<file path="src/rtl/vxt_pkg.sv">
package vxt_pkg;
  typedef enum logic [2:0] {
    VM_OFF      = 3'd0,
    VM_HOLD1    = 3'd1,
    VM_HOLD0    = 3'd2,
    VM_SAME     = 3'd3,
    VM_INV      = 3'd4,
    VM_AGG_LATE = 3'd5,
    VM_VIC_LATE = 3'd6,
    VM_RSVD     = 3'd7
  } vmode_e;

  typedef enum logic [1:0] {
    VS_GLOBAL = 2'd0,
    VS_NIBBLE = 2'd1,
    VS_BYTE   = 2'd2,
    VS_ALL    = 2'd3
  } vsrc_e;
endpackage

</file>
<file path="src/rtl/vxt_tap_line.sv">
module vxt_tap_line #(
  parameter int DEPTH = 24,
  parameter int SEL_W = 5
) (
  input  logic             clk,
  input  logic             rst_n,
  input  logic             shift_en,
  input  logic             din,
  input  logic [SEL_W-1:0] tap_sel,
  output logic             tap_out
);
  localparam logic [SEL_W-1:0] TAP_MAX = SEL_W'(DEPTH);

  logic [DEPTH:1]   hist_q, hist_d;
  logic [SEL_W-1:0] tap_c;

  always_comb begin
    hist_d = hist_q;
    if (shift_en) begin
      hist_d[1] = din;
      for (int k = 2; k <= DEPTH; k++) hist_d[k] = hist_q[k-1];
    end
  end

  always_ff @(posedge clk or negedge rst_n) begin
    if (!rst_n) hist_q <= '0;
    else        hist_q <= hist_d;
  end

  always_comb begin
    tap_c   = (tap_sel > TAP_MAX) ? TAP_MAX : tap_sel;
    tap_out = (tap_c == '0) ? din : hist_q[tap_c];
  end
endmodule

</file>
<file path="src/rtl/vxt_victim_mask.sv">
module vxt_victim_mask
  import vxt_pkg::*;
#(
  parameter int DATA_W = 32,
  parameter int VIC_W  = 8
) (
  input  logic              clk,
  input  logic              rst_n,
  input  logic              adv,
  input  logic [1:0]        vsrc,
  input  logic [VIC_W-1:0]  glb_bit,
  output logic [DATA_W-1:0] mask
);
  localparam int POS_W = $clog2(DATA_W);
  localparam logic [POS_W-1:0] LAST_NIB = POS_W'(3);
  localparam logic [POS_W-1:0] LAST_BYT = POS_W'(7);
  localparam logic [POS_W-1:0] LAST_ALL = POS_W'(DATA_W-1);

  logic [POS_W-1:0] rot_q, rot_d, last_pos;

  always_comb begin
    case (vsrc_e'(vsrc))
      VS_NIBBLE: last_pos = LAST_NIB;
      VS_BYTE:   last_pos = LAST_BYT;
      default:   last_pos = LAST_ALL;
    endcase
    rot_d = rot_q;
    if (adv) rot_d = (rot_q >= last_pos) ? '0 : rot_q + 1'b1;
  end

  always_ff @(posedge clk or negedge rst_n) begin
    if (!rst_n) rot_q <= '0;
    else        rot_q <= rot_d;
  end

  for (genvar i = 0; i < DATA_W; i++) begin : g_bit
    always_comb begin
      case (vsrc_e'(vsrc))
        VS_GLOBAL: mask[i] = (glb_bit == VIC_W'(i));
        VS_NIBBLE: mask[i] = (rot_q == POS_W'(i % 4));
        VS_BYTE:   mask[i] = (rot_q == POS_W'(i % 8));
        default:   mask[i] = (rot_q == POS_W'(i));
      endcase
    end
  end
endmodule

</file>
<file path="src/rtl/vxt_lane_mux.sv">
module vxt_lane_mux
  import vxt_pkg::*;
#(
  parameter int DATA_W = 32
) (
  input  logic [2:0]        mode,
  input  logic              cur_bit,
  input  logic              late_bit,
  input  logic [DATA_W-1:0] base_word,
  input  logic [DATA_W-1:0] vmask,
  output logic [DATA_W-1:0] word
);
  logic vic_v, agg_v, pass;

  always_comb begin
    pass  = 1'b0;
    vic_v = cur_bit;
    agg_v = cur_bit;
    case (vmode_e'(mode))
      VM_HOLD1:    agg_v = 1'b1;
      VM_HOLD0:    agg_v = 1'b0;
      VM_SAME:     agg_v = cur_bit;
      VM_INV:      agg_v = ~cur_bit;
      VM_AGG_LATE: agg_v = late_bit;
      VM_VIC_LATE: vic_v = late_bit;
      default:     pass  = 1'b1;
    endcase
  end

  for (genvar i = 0; i < DATA_W; i++) begin : g_lane
    assign word[i] = pass ? base_word[i] : (vmask[i] ? vic_v : agg_v);
  end
endmodule

</file>
<file path="src/rtl/vxt_shaper.sv">
module vxt_shaper #(
  parameter int DATA_W  = 32,
  parameter int DLY_MAX = 24,
  parameter int DLY_W   = 5,
  parameter int VIC_W   = 8
) (
  input  logic              clk,
  input  logic              rst_n,
  input  logic              in_valid,
  input  logic              base_bit,
  input  logic [DATA_W-1:0] base_word,
  input  logic [2:0]        mode,
  input  logic [DLY_W-1:0]  dly_cyc,
  input  logic [1:0]        vic_src,
  input  logic [VIC_W-1:0]  vic_bit,
  output logic              out_valid,
  output logic [DATA_W-1:0] data_out
);
  logic              late_bit;
  logic [DATA_W-1:0] vmask, shaped;
  logic [DATA_W-1:0] data_q, data_d;
  logic              vld_q, vld_d;

  vxt_tap_line #(.DEPTH(DLY_MAX), .SEL_W(DLY_W)) u_taps (
    .clk(clk), .rst_n(rst_n), .shift_en(in_valid), .din(base_bit),
    .tap_sel(dly_cyc), .tap_out(late_bit)
  );

  vxt_victim_mask #(.DATA_W(DATA_W), .VIC_W(VIC_W)) u_mask (
    .clk(clk), .rst_n(rst_n), .adv(in_valid), .vsrc(vic_src),
    .glb_bit(vic_bit), .mask(vmask)
  );

  vxt_lane_mux #(.DATA_W(DATA_W)) u_mux (
    .mode(mode), .cur_bit(base_bit), .late_bit(late_bit),
    .base_word(base_word), .vmask(vmask), .word(shaped)
  );

  always_comb begin
    vld_d  = in_valid;
    data_d = in_valid ? shaped : data_q;
  end

  always_ff @(posedge clk or negedge rst_n) begin
    if (!rst_n) begin
      vld_q  <= 1'b0;
      data_q <= '0;
    end else begin
      vld_q  <= vld_d;
      data_q <= data_d;
    end
  end

  assign out_valid = vld_q;
  assign data_out  = data_q;
endmodule

</file>
<file path="config.mk">
export PLATFORM = sky130hd
export DESIGN_NAME = vxt_shaper
export DESIGN_NICKNAME = d
export VERILOG_FILES = /design/src/rtl/vxt_pkg.sv /design/src/rtl/vxt_tap_line.sv /design/src/rtl/vxt_victim_mask.sv /design/src/rtl/vxt_lane_mux.sv /design/src/rtl/vxt_shaper.sv
export SDC_FILE = /design/constraint.sdc
export NUM_CORES = 1
export LEC_CHECK = 0
export ABC_AREA = 1
export BUFFER_PORTS_ARGS = -buffer_cell sky130_fd_sc_hd__clkbuf_2
export CAP_MARGIN = 10
export CORE_MARGIN = 8
export CORE_UTILIZATION = 58
export CTS_CLUSTER_DIAMETER = 120
export DETAILED_ROUTE_END_ITERATION = 8
export GPL_ROUTABILITY_DRIVEN = 1
export PLACE_DENSITY = 0.85
export SLEW_MARGIN = 20
export SYNTH_ARGS = -nofsm -noshare
export SYNTH_HDL_FRONTEND = slang
export SYNTH_HIERARCHICAL = 1
export SYNTH_SLANG_ARGS = --single-unit
</file>
<file path="constraint.sdc">
create_clock -name clk -period 1.8 [get_ports clk]
set_input_delay 0.27 -clock clk [delete_from_list [all_inputs] [get_ports clk]]
set_output_delay 0.27 -clock clk [all_outputs]
set_load 0.02 [all_outputs]
</file>
==> results.py <==
metrics = {
    "route": {
        "route.detailed.wl_per_inst_microns": 13.3,
        "drc": 0,
        "vias_per_cell": 5.09,
        "route.final.wire_length_microns": 14300,
        "met2_wirelength_microns": 6780,
        "drt.antenna.violating_nets": 0,
        "maxUsedRoutingLayer": "met4",
        "length_of_routed_wiring_on_met1_microns": 6440,
        "vias": 5472,
        "number_of_iterations_in_the_first_detailed_routing_pass": 5,
        "met3WireLength_microns": 797,
        "initialDrtViolationCount": 403,
    },
    "final_layout": {
        "area_growth_syn_to_fin_pct": 22.8,
        "stdcell_count": 1074,
        "drive_above_1_share": 0.296,
        "antenna-diode-count": 0,
        "filler_cell_count": 742,
        "num-nets-final": 1023,
    },
    "place": {
        "buffer_ports.inserted": 86,
        "routabilityCongestion": 0.953,
        "place_inst": 1050,
        "detailed_place_hpwl_microns": 10100,
    },
    "floorplan": {
        "floorplan.die.height_microns": 112,
        "floorplan.initialDensity": 0.587,
        "core.rowCount": 35,
        "die_w_microns": 112,
        "die_area_sq_um": 12500,
        "pin_count": 87,
        "core_sq_um": 9110,
    },
    "sta": {
        "setup_violations": 32,
        "max-slew-margin-rel": 0.775,
        "max_slew.worst_pin.slew_ps": 338,
        "skew_ps": 12.5,
        "final-hold-violation-count": 0,
        "fmaxAchievable_mhz": 485,
        "grt_setup_unrepaired": "yes",
        "final_min_period_over_clock_period": 1.15,
        "post-route-worst-setup-slack_ps": -262,
        "report.final.slew_viol_count": 0,
        "finalCriticalPeriod_ps": 2060,
    },
    "cts": {
        "htree_num_levels": 3,
        "clock_insertion_delay_worst_skew_ps": 350,
        "tritoncts": "built",
        "clkSlewWorstSetupHoldPaths_ps": 80,
        "clock_sinks": 62,
        "buffers_from_clock_root_to_sink_at_most": 2,
        "tritoncts.num_buffers": 9,
        "clock-root-buffer": "sky130_fd_sc_hd__clkbuf_8",
    },
    "global_route": {
        "grt_first_pass_wirelength_microns": 23400,
        "overall_global_routing_usage": 0.223,
        "grt_pass1_vias": 5155,
        "grt_overflow_total": 0,
        "grt_start_max_net_pins": 66,
        "initial_antenna_violation_count": 0,
    },
    "yosys": {
        "netlist.area_leader.share": 0.290,
        "synth.area.top_cells": "sky130_fd_sc_hd__dfrtp_1 (29%), sky130_fd_sc_hd__nand2_1 (25%), sky130_fd_sc_hd__inv_1 (8.0%)",
        "yosys_warnings": 6,
        "synth_top_cells_by_count": "sky130_fd_sc_hd__nand2_1 (362), sky130_fd_sc_hd__inv_1 (114), sky130_fd_sc_hd__nand3_1 (69)",
        "ys_seq_elements": 62,
        "ys_types": 31,
        "syn_avg_cell_area_sq_um": 6.44,
        "async_flop_share": 1.00,
        "synthMostInstantiatedCell": "sky130_fd_sc_hd__nand2_1",
        "yosys.area.top_type": "sky130_fd_sc_hd__dfrtp_1",
        "synth_ff_type": "sky130_fd_sc_hd__dfrtp_1",
        "synthCells": 830,
        "mappedNetlistArea_sq_um": 5350,
        "synth-seq-area-share": 0.290,
        "synth_nets": 895,
        "synth_edf_count": 0,
    },
    "worst_setup_path": {
        "max_stage_delay_ps": 390,
        "cp_max_fo": 7,
        "timing.critical_path.arrival_ps": 2310,
        "crit_path_frequent_cell": "sky130_fd_sc_hd__nand2_1",
        "reg2reg_setup_slack_ps": -260,
        "ordered_cell_list_for_the_critical_path": "inv_1, nand3_1, nand3_1, nand3_1, nand3_1, nand3_1, nand2_1, nand2_2, inv_2, nand2_1, nand2_1, nand2_2, nand2_8, buf_12, nand3_1, nand2_1, nand2_1, nand2_1, nand2_1",
        "critical_path.n_buffers_inverters": 3,
        "slowest_stage": "sky130_fd_sc_hd__dfrtp_1",
        "critical_path.top_delay_family": "simple AND/OR/NAND/NOR gates",
        "endpoint_kind": "flip-flop",
        "required_ps": 2040,
        "worstSetupStartpointType": "flip-flop",
        "critical_path_class": "flip-flop to flip-flop",
    },
    "outcome": {
        "status": "complete, but fails checks",
        "failed_checks": "setup timing",
    },
    "pwr": {
        "leakage_nw": 3.84,
        "ir_drop_mv": 0.538,
        "report.power.total_mw": 6.05,
        "power_density_nw_per_um2": 920,
    },
    "flow_run": {
        "maxCapViolCount": 0,
    },
    "hold_path": {
        "worst_hold_path_type": "input port to flip-flop",
    },
}
==> power breakdown <==
group	switching [mW]	leakage [nW]	total [mW]	internal, mW
Sequential	0.164	0.782	1.82	1.65
Clock	0.622	0.0956	1.26	0.641
Combinational	1.78	2.96	2.96	1.18
Total	2.57	3.84	6.05	3.47
==> sequential cells by signal (all words and copies together) (netlist names) <==
name and flops:
data_out 32, u_taps/hist_q 24, u_mask/rot_q 5, out_valid 1
==> cell usage in the layout (no fill, tap or decap), types with 3 or more instances in the layout <==
cell	count
sky130_fd_sc_hd__nand3_4	4
sky130_fd_sc_hd__nand2_4	5
sky130_fd_sc_hd__nor2_1	34
sky130_fd_sc_hd__nand3_2	47
sky130_fd_sc_hd__nand2_2	40
sky130_fd_sc_hd__nor2_2	4
sky130_fd_sc_hd__inv_2	8
sky130_fd_sc_hd__a21oi_1	9
sky130_fd_sc_hd__nand2_1	352
sky130_fd_sc_hd__buf_12	9
sky130_fd_sc_hd__inv_1	110
sky130_fd_sc_hd__o21ai_0	24
sky130_fd_sc_hd__nand3_1	59
sky130_fd_sc_hd__buf_4	55
sky130_fd_sc_hd__ha_1	11
sky130_fd_sc_hd__clkbuf_16	3
sky130_fd_sc_hd__dfrtp_1	62
sky130_fd_sc_hd__clkbuf_2	86
sky130_fd_sc_hd__nand4_1	12
sky130_fd_sc_hd__clkbuf_8	9
==> metal layers <==
metal,vias up,global-route usage
met3,29,0.0386
li1,2791,-
met5,-,0
met1,2475,0.283
met4,0,0.0800
met2,177,0.374
==> metrics by stage <==
| step | utilization | setup slack, ps | hold slack (ps) | cell area, sq um | setup TNS (ps) |
|---|---|---|---|---|---|
| final | 0.721 | -262 | 219 | 6570 | -7320 |
| after floorplan | - | 20.5 | -25.6 | 5350 | 0 |
| after global placement | 0.674 | -284 | 306 | 6140 | -8280 |
| after global routing | 0.721 | -439 | 220 | 6570 | -12290 |
| after detailed placement | 0.674 | -359 | 311 | 6140 | -10620 |
| after CTS | 0.698 | -120 | 206 | 6350 | -2620 |
==> final cells by class <==
cell class / count / area [sq um] / share of cell area
multi-input cells: 610 / 3100 / 0.471
clock buffers: 9 / 124 / 0.0189
clock inverters: 7 / 72.6 / 0.0110
repair buffers: 156 / 1130 / 0.172
well taps: 111 / 139 / 0.0211
inverters: 119 / 454 / 0.0692
flip-flops and latches: 62 / 1550 / 0.236
==> tightest hold or removal path: stages <==
cell                       delay (ps)
sky130_fd_sc_hd__clkbuf_2          70
sky130_fd_sc_hd__nand2_1           40
sky130_fd_sc_hd__nand2_1           50
sky130_fd_sc_hd__nand2_1           50
sky130_fd_sc_hd__nand2_1           50
==> kinds of logic (layout without fill, tap and decap cells) <==
logic type	after synthesis	count (layout)	synth area share
adders and majority gates	11	11	0.0257
AOI/OAI and AO/OA	34	34	0.0323
and+or+nand+nor	562	562	0.495
DFF	62	62	0.290
muxes	1	1	0.00211
buffers and inverters	158	291	0.152
xor gates and xnor gates	2	2	0.00328
==> path summary, 6_finish.rpt <==
path                             startpoint              end  cells after the start
max in group asynchronous             rst_n  u_mask/rot_q[4]                      3
setup reg to reg           u_taps/hist_q[9]      data_out[4]                     19
hold reg to reg                data_out[10]     data_out[10]                      2
setup / recovery           u_taps/hist_q[9]      data_out[4]                     19
hold / removal                base_word[13]     data_out[13]                      5
min in group asynchronous             rst_n      data_out[6]                      3
==> repair_timing <==
item / in CTS / in global routing
hold buffers: 1 / 0
setup buffers: 0 / 3
setup endpoints to repair: 32 / 32
pin swaps: 3 / 26
gates cloned: 0 / 4
endpoints found under the hold margin: 62 / 0
gates resized for setup: 5 / 25
Note: power is estimated with default switching activity, not from simulation.
